==> src/rtl/fw_loader_seq.sv <==
module fw_loader_seq #(
  parameter int LEN_W      = 16,
  parameter int POLL_MAX   = 10000,
  parameter int SETTLE_CYC = 25000,
  parameter int MAX_RETRY  = 10
) (
  input  logic             clk,
  input  logic             rst_n,
  input  logic             start,
  input  logic [LEN_W-1:0] img_len,
  output logic [LEN_W-1:0] img_addr,
  input  logic [7:0]       img_byte,
  output logic             cfg_req,
  output logic             cfg_we,
  output logic             cfg_dword,
  output logic [7:0]       cfg_addr,
  output logic [31:0]      cfg_wdata,
  input  logic             cfg_ack,
  input  logic             cfg_err,
  input  logic [7:0]       cfg_rdata,
  output logic             busy,
  output logic             done,
  output logic             timeout,
  output logic             drain_warn,
  output logic [1:0]       err_code
);
  localparam int WC_W = LEN_W - 2;
  localparam int PC_W = $clog2(POLL_MAX + 1);
  localparam int SC_W = $clog2(SETTLE_CYC + 1);
  localparam int RC_W = $clog2(MAX_RETRY + 1);
  localparam logic [7:0] A_CTL = 8'hF4, A_HS = 8'hF5, A_D0 = 8'hF8, A_D1 = 8'hFC;

  typedef enum logic [3:0] {
    S_IDLE, S_ENA, S_HSPOLL, S_FETCH, S_DWR, S_SETTLE, S_HSSET, S_DRAIN, S_DIS, S_RES
  } st_t;

  st_t             st;
  logic [WC_W-1:0] words, idx;
  logic [1:0]      bsel;
  logic [31:0]     word;
  logic [PC_W-1:0] pcnt;
  logic [SC_W-1:0] scnt;
  logic [RC_W-1:0] rcnt;

  wire par       = idx[0];
  wire last_poll = pcnt == PC_W'(POLL_MAX - 1);
  wire unused_ok = ^{cfg_rdata[7], cfg_rdata[3:2], img_len[1:0]};

  assign busy      = st != S_IDLE;
  assign img_addr  = {idx, bsel};
  assign cfg_req   = st inside {S_ENA, S_HSPOLL, S_DWR, S_HSSET, S_DRAIN, S_DIS, S_RES};
  assign cfg_we    = st inside {S_ENA, S_DWR, S_HSSET, S_DIS};
  assign cfg_dword = st == S_DWR;

  always_comb begin
    cfg_addr  = A_CTL;
    cfg_wdata = 32'h0;
    case (st)
      S_ENA:            cfg_wdata = 32'h1;
      S_HSPOLL, S_DRAIN: cfg_addr = A_HS;
      S_DWR: begin
        cfg_addr  = par ? A_D1 : A_D0;
        cfg_wdata = word;
      end
      S_HSSET: begin
        cfg_addr  = A_HS;
        cfg_wdata = {30'h0, par, ~par};
      end
      default: ;
    endcase
  end

  always_ff @(posedge clk) begin
    if (!rst_n) begin
      st <= S_IDLE; words <= '0; idx <= '0; bsel <= '0; word <= '0;
      pcnt <= '0; scnt <= '0; rcnt <= '0;
      done <= 1'b0; timeout <= 1'b0; drain_warn <= 1'b0; err_code <= 2'b00;
    end else if (cfg_req && cfg_ack && cfg_err) begin
      st <= S_IDLE;
      err_code <= 2'b01;
    end else begin
      case (st)
        S_IDLE: if (start) begin
          words <= img_len[LEN_W-1:2];
          rcnt <= '0;
          done <= 1'b0; timeout <= 1'b0; drain_warn <= 1'b0; err_code <= 2'b00;
          st <= S_ENA;
        end
        S_ENA: if (cfg_ack) begin
          idx <= '0; pcnt <= '0;
          st <= (words == '0) ? S_DRAIN : S_HSPOLL;
        end
        S_HSPOLL: if (cfg_ack) begin
          if (!cfg_rdata[par]) begin
            bsel <= '0; st <= S_FETCH;
          end else if (last_poll) begin
            timeout <= 1'b1; err_code <= 2'b11; st <= S_IDLE;
          end else pcnt <= pcnt + 1'b1;
        end
        S_FETCH: begin
          word <= {img_byte, word[31:8]};
          bsel <= bsel + 1'b1;
          if (bsel == 2'd3) st <= S_DWR;
        end
        S_DWR: if (cfg_ack) begin
          scnt <= '0; st <= S_SETTLE;
        end
        S_SETTLE: begin
          if (scnt == SC_W'(SETTLE_CYC - 1)) st <= S_HSSET;
          else scnt <= scnt + 1'b1;
        end
        S_HSSET: if (cfg_ack) begin
          pcnt <= '0;
          if (idx == words - 1'b1) st <= S_DRAIN;
          else begin
            idx <= idx + 1'b1; st <= S_HSPOLL;
          end
        end
        S_DRAIN: if (cfg_ack) begin
          if (cfg_rdata[1:0] == 2'b00) begin
            pcnt <= '0; st <= S_DIS;
          end else if (last_poll) begin
            drain_warn <= 1'b1; pcnt <= '0; st <= S_DIS;
          end else pcnt <= pcnt + 1'b1;
        end
        S_DIS: if (cfg_ack) begin
          pcnt <= '0; st <= S_RES;
        end
        S_RES: if (cfg_ack) begin
          if (cfg_rdata[4]) begin
            done <= 1'b1; st <= S_IDLE;
          end else if (last_poll) begin
            if (cfg_rdata[6:5] != 2'b00) begin
              err_code <= 2'b10; st <= S_IDLE;
            end else if (rcnt == RC_W'(MAX_RETRY)) begin
              timeout <= 1'b1; err_code <= 2'b11; st <= S_IDLE;
            end else begin
              rcnt <= rcnt + 1'b1; st <= S_ENA;
            end
          end else pcnt <= pcnt + 1'b1;
        end
        default: st <= S_IDLE;
      endcase
    end
  end
endmodule

==> config.mk <==
export PLATFORM = sky130hd
export DESIGN_NAME = fw_loader_seq
export DESIGN_NICKNAME = d
export VERILOG_FILES = /design/src/rtl/fw_loader_seq.sv
export SDC_FILE = /design/constraint.sdc
export NUM_CORES = 1
export LEC_CHECK = 0
export BUFFER_PORTS_ARGS = -buffer_cell sky130_fd_sc_hd__clkbuf_2
export CAP_MARGIN = 10
export CORE_UTILIZATION = 61
export CTS_CLUSTER_SIZE = 14
export DETAILED_ROUTE_END_ITERATION = 8
export PLACE_DENSITY = 0.9
export SYNTH_ARGS = -nofsm -noshare
export SYNTH_HDL_FRONTEND = slang
export SYNTH_SLANG_ARGS = --single-unit
==> constraint.sdc <==
create_clock -name clk -period 6.3 [get_ports clk]
set_clock_uncertainty 0.05 [all_clocks]
set_input_delay 0.63 -clock clk [delete_from_list [all_inputs] [get_ports clk]]
set_output_delay 0.63 -clock clk [all_outputs]
set_load 0.1 [all_outputs]
==> impl_summary.txt <==
----------------------------------------------------
[Clocking]
  Root buffer selected by CTS ... sky130_fd_sc_hd__clkbuf_8
  Clock transition at path regs ... 0.11 ns
  CTS H-tree depth ... 3
  Total number of clock tree sinks ... 104
  Postcts setup bufs ... 0
  Hold Buf Count CTS ... 0
  Clock tree from TritonCTS ... done
  Count of cells resized by post-cts repair ... 0
  Buffer depth of the longest clock path ... 2
  Clock Latency Late Sink ... 0.38 ns
  Number of buffers inserted during clock tree synthesis ... 9

[Layout]
  Combined area of the multi-input logic cells ... 0.003243 mm^2
  ANT cells ... 0
  Most common library cell in the layout ignoring fill and taps ... sky130_fd_sc_hd__dfxtp_1
  Final design area excluding fillers ... 0.006206 mm^2
  Layout cell share with drive strength beyond 1 ... 0.1566
  Final net count ... 818
  Area Overhead vs Synth ... 10.59%
  Share of the core filled with cells ... 0.7047
  Sequential cell area ... 0.002082 mm^2
  Number of inserted filler cells in the final layout ... 737
  Commonest non-fill, non-tap cells in the layout ... 104 x sky130_fd_sc_hd__dfxtp_1, 100 x sky130_fd_sc_hd__nand2_1, 91 x sky130_fd_sc_hd__clkbuf_2, 73 x sky130_fd_sc_hd__nor2_1, 55 x sky130_fd_sc_hd__a21oi_1

[Logic synthesis]
  Number of distinct library cells after synthesis ... 64
  Leading area contributor after synthesis ... sky130_fd_sc_hd__dfxtp_1
  Dominant synthesized flop cell ... sky130_fd_sc_hd__dfxtp_1
  Sequential fraction of the synthesis area ... 0.3710
  Number of flip-flops and latches in the synthesized netlist ... 104
  EDFF count, synth ... 0
  Post-Synthesis Mean Instance Area ... 7.827 um^2
  Synth warnings ... 0
  Post-Synthesis Cell Area ... 0.005612 mm^2
  Post-synth top area share ... 0.3710
  Biggest area contributors in the synthesized netlist ... sky130_fd_sc_hd__dfxtp_1 37%, sky130_fd_sc_hd__nand2_1 6.7%, sky130_fd_sc_hd__nor2_1 4.9%
  Async S/R FF share, synth ... 0
  Gate count after technology mapping ... 717

[Drt]
  Routed Wire Length ... 14490 um
  Remaining routing DRC violations ... 4
  Final routed wire length divided by cell count ... 16.33 um
  Average via count per standard cell ... 6.263
  Number of optimization iterations in the first detailed-route pass ... 7
  Via total after detailed routing ... 5555
  Post-route ant nets ... 0
  Violation count after the first detailed-routing iteration ... 600

[STA]
  Tightest slew margin relative to the limit ... 0.1983
  Unrepaired setup endpoints after global routing ... false
  Max Slew Vio Count ... 0
  Period minus WS final ... 4.061 ns
  Worst hold slack after final layout ... 0.4013 ns
  Final cycle utilization of the critical path ... 0.6446
  Total of endpoints with negative setup slack in the final report ... 0
  Peak Freq ... 0.2462 GHz
  Summed negative setup slack over all endpoints ... 0 ns
  Worst slew pin tran ... 1.197 ns
  Final hold violation count ... 0

[Run status]
  Violations in the final reports ... DRC
  Result of the run ... finished, violations left

[Critical path]
  Data required time of the critical path ... 5.62 ns
  Largest fanout on the critical path ... 37
  Critical path startpoint category ... flop
  Type of the worst setup path ... flop to output port
  Signal arrival time at the worst endpoint ... 3.38 ns
  Endpoint class of the critical path ... output port

[Global route]
  All-layer global routing usage ... 0.3017
  First-pass GRT wire length ... 23870 um
  Maximum number of pins on one net before global-route repair ... 56
  Initial antenna violation count ... 0
  Number of global-route vias before repair ... 5298
  Sum of overflow across all layers after global routing ... 0

[Die]
  Core area ... 0.008806 mm^2
  I/O pins ... 102
  DIE AREA ... 0.009587 mm^2
  Vertical die dimension ... 97.92 um
  Starting Density ... 0.6373
  Die Span X ... 97.92 um
  Rows ... 34

[Pwr]
  Leakage power ... 2.418 nW
  Maximum resistive drop on vdd ... 0.1866 mV
  Cell Pwr Density ... 356.6 mW/mm^2

[Placement]
  Cell Area, Placed ... 0.006006 mm^2
  Post-DP HPWL ... 10050 um
  Number of I/O port buffers ... 91
  Final RePlAce weighted congestion ... 0.9066

[Job]
  Max-capacitance violation count ... 0

[Worst hold path]
  Hold crit path type ... input pin to flop

----------------------------------------------------
## cell usage after synthesis (all sizes together), types with 2 or more instances
cell type / number
nor4b: 6
a21oi: 55
nor3: 19
ha: 7
inv: 18
and3: 38
and3b: 2
mux2i: 17
nor2: 74
nor2b: 6
o22ai: 3
o211ai: 9
nor4: 16
nand3: 25
a32oi: 2
xor2: 12
nand3b: 6
xnor2: 31
o2111a: 2
clkbuf: 34
buf: 17
o31ai: 9
nand2b: 5
or3b: 2
a311oi: 2
nor4bb: 3
o41ai: 5
nand4: 16
o221ai: 2
and2: 3
o21ai: 18
nand2: 100
o311ai: 5
a31oi: 5
or3: 9
dfxtp: 104
or4b: 2
nand4b: 2
or4: 6
conb: 2
a21o: 2
nor3b: 3
## logic make-up (layout without fill, tap and decap cells)
| group | Yosys count | count (layout) | share of synthesized area |
|---|---|---|---|
| buffers and inverters | 69 | 128 | 0.05396 |
| and+or+nand+nor | 345 | 345 | 0.3128 |
| xor gates and xnor gates | 43 | 43 | 0.06711 |
| DFF | 104 | 104 | 0.3710 |
| adders and majority gates | 7 | 7 | 0.01561 |
| muxes | 18 | 18 | 0.03233 |
| other | 2 | 5 | 0.001338 |
| AOI/OAI and AO/OA | 129 | 129 | 0.1458 |
## final timing paths
path,start,endpoint,slack [ns],cells after the start
hold reg to reg,word[7],word[7],0.41,2
hold / removal,img_byte[6],word[30],0.40,3
setup / recovery,st[2],cfg_wdata[1],2.24,4
setup reg to reg,st[2],scnt[12],2.59,6
## through the flow
stage          std cells  total power [mW]  setup slack [ns]
2_1_floorplan        720             1.620            0.4111
3_3_place_gp         871             1.750             2.816
3_5_place_dp         871             1.784             2.713
4_1_cts              887             2.199             2.345
5_1_grt              887             2.316             2.038
6_report             887             2.213             2.239
## area by class of cell
class                           instances  share of cell area
Tap cell                              108             0.02177
Timing Repair Buffer                   94             0.07702
Sequential cell                       104              0.3355
Clock inverter                          6             0.01008
Multi-Input combinational cell        547              0.5226
Inverter                               18             0.01089
Clock buffer                           10             0.02218
## per-layer routing
metal  GRT usage  share of wire
met1      0.3530           0.40
met3     0.08017          0.084
met5           0              0
met2      0.5163           0.49
met4      0.1364          0.029
## critical path, stage by stage, from the launching register on
cell and delay [ns]:
sky130_fd_sc_hd__dfxtp_1 0.74, sky130_fd_sc_hd__nor2b_2 1.07, sky130_fd_sc_hd__nand2_1 0.36, sky130_fd_sc_hd__o21ai_0 0.33
sky130_fd_sc_hd__clkbuf_2 0.51
## sequential cells by signal, indices dropped and copies added, names as in the netlist
| signal | count |
|---|---|
| drain_warn | 1 |
| timeout | 1 |
| bsel | 2 |
| st | 4 |
| idx | 14 |
| words | 14 |
| pcnt | 14 |
| word | 32 |
| scnt | 15 |
| done | 1 |
| err_code | 2 |
| rcnt | 4 |
## where the power goes
part           total [mW]  switching, mW  internal (mW)
registers           0.812         0.0970          0.715
clock network       0.422          0.258          0.164
logic               0.979          0.675          0.305
Power figures use the tool's default switching activity.
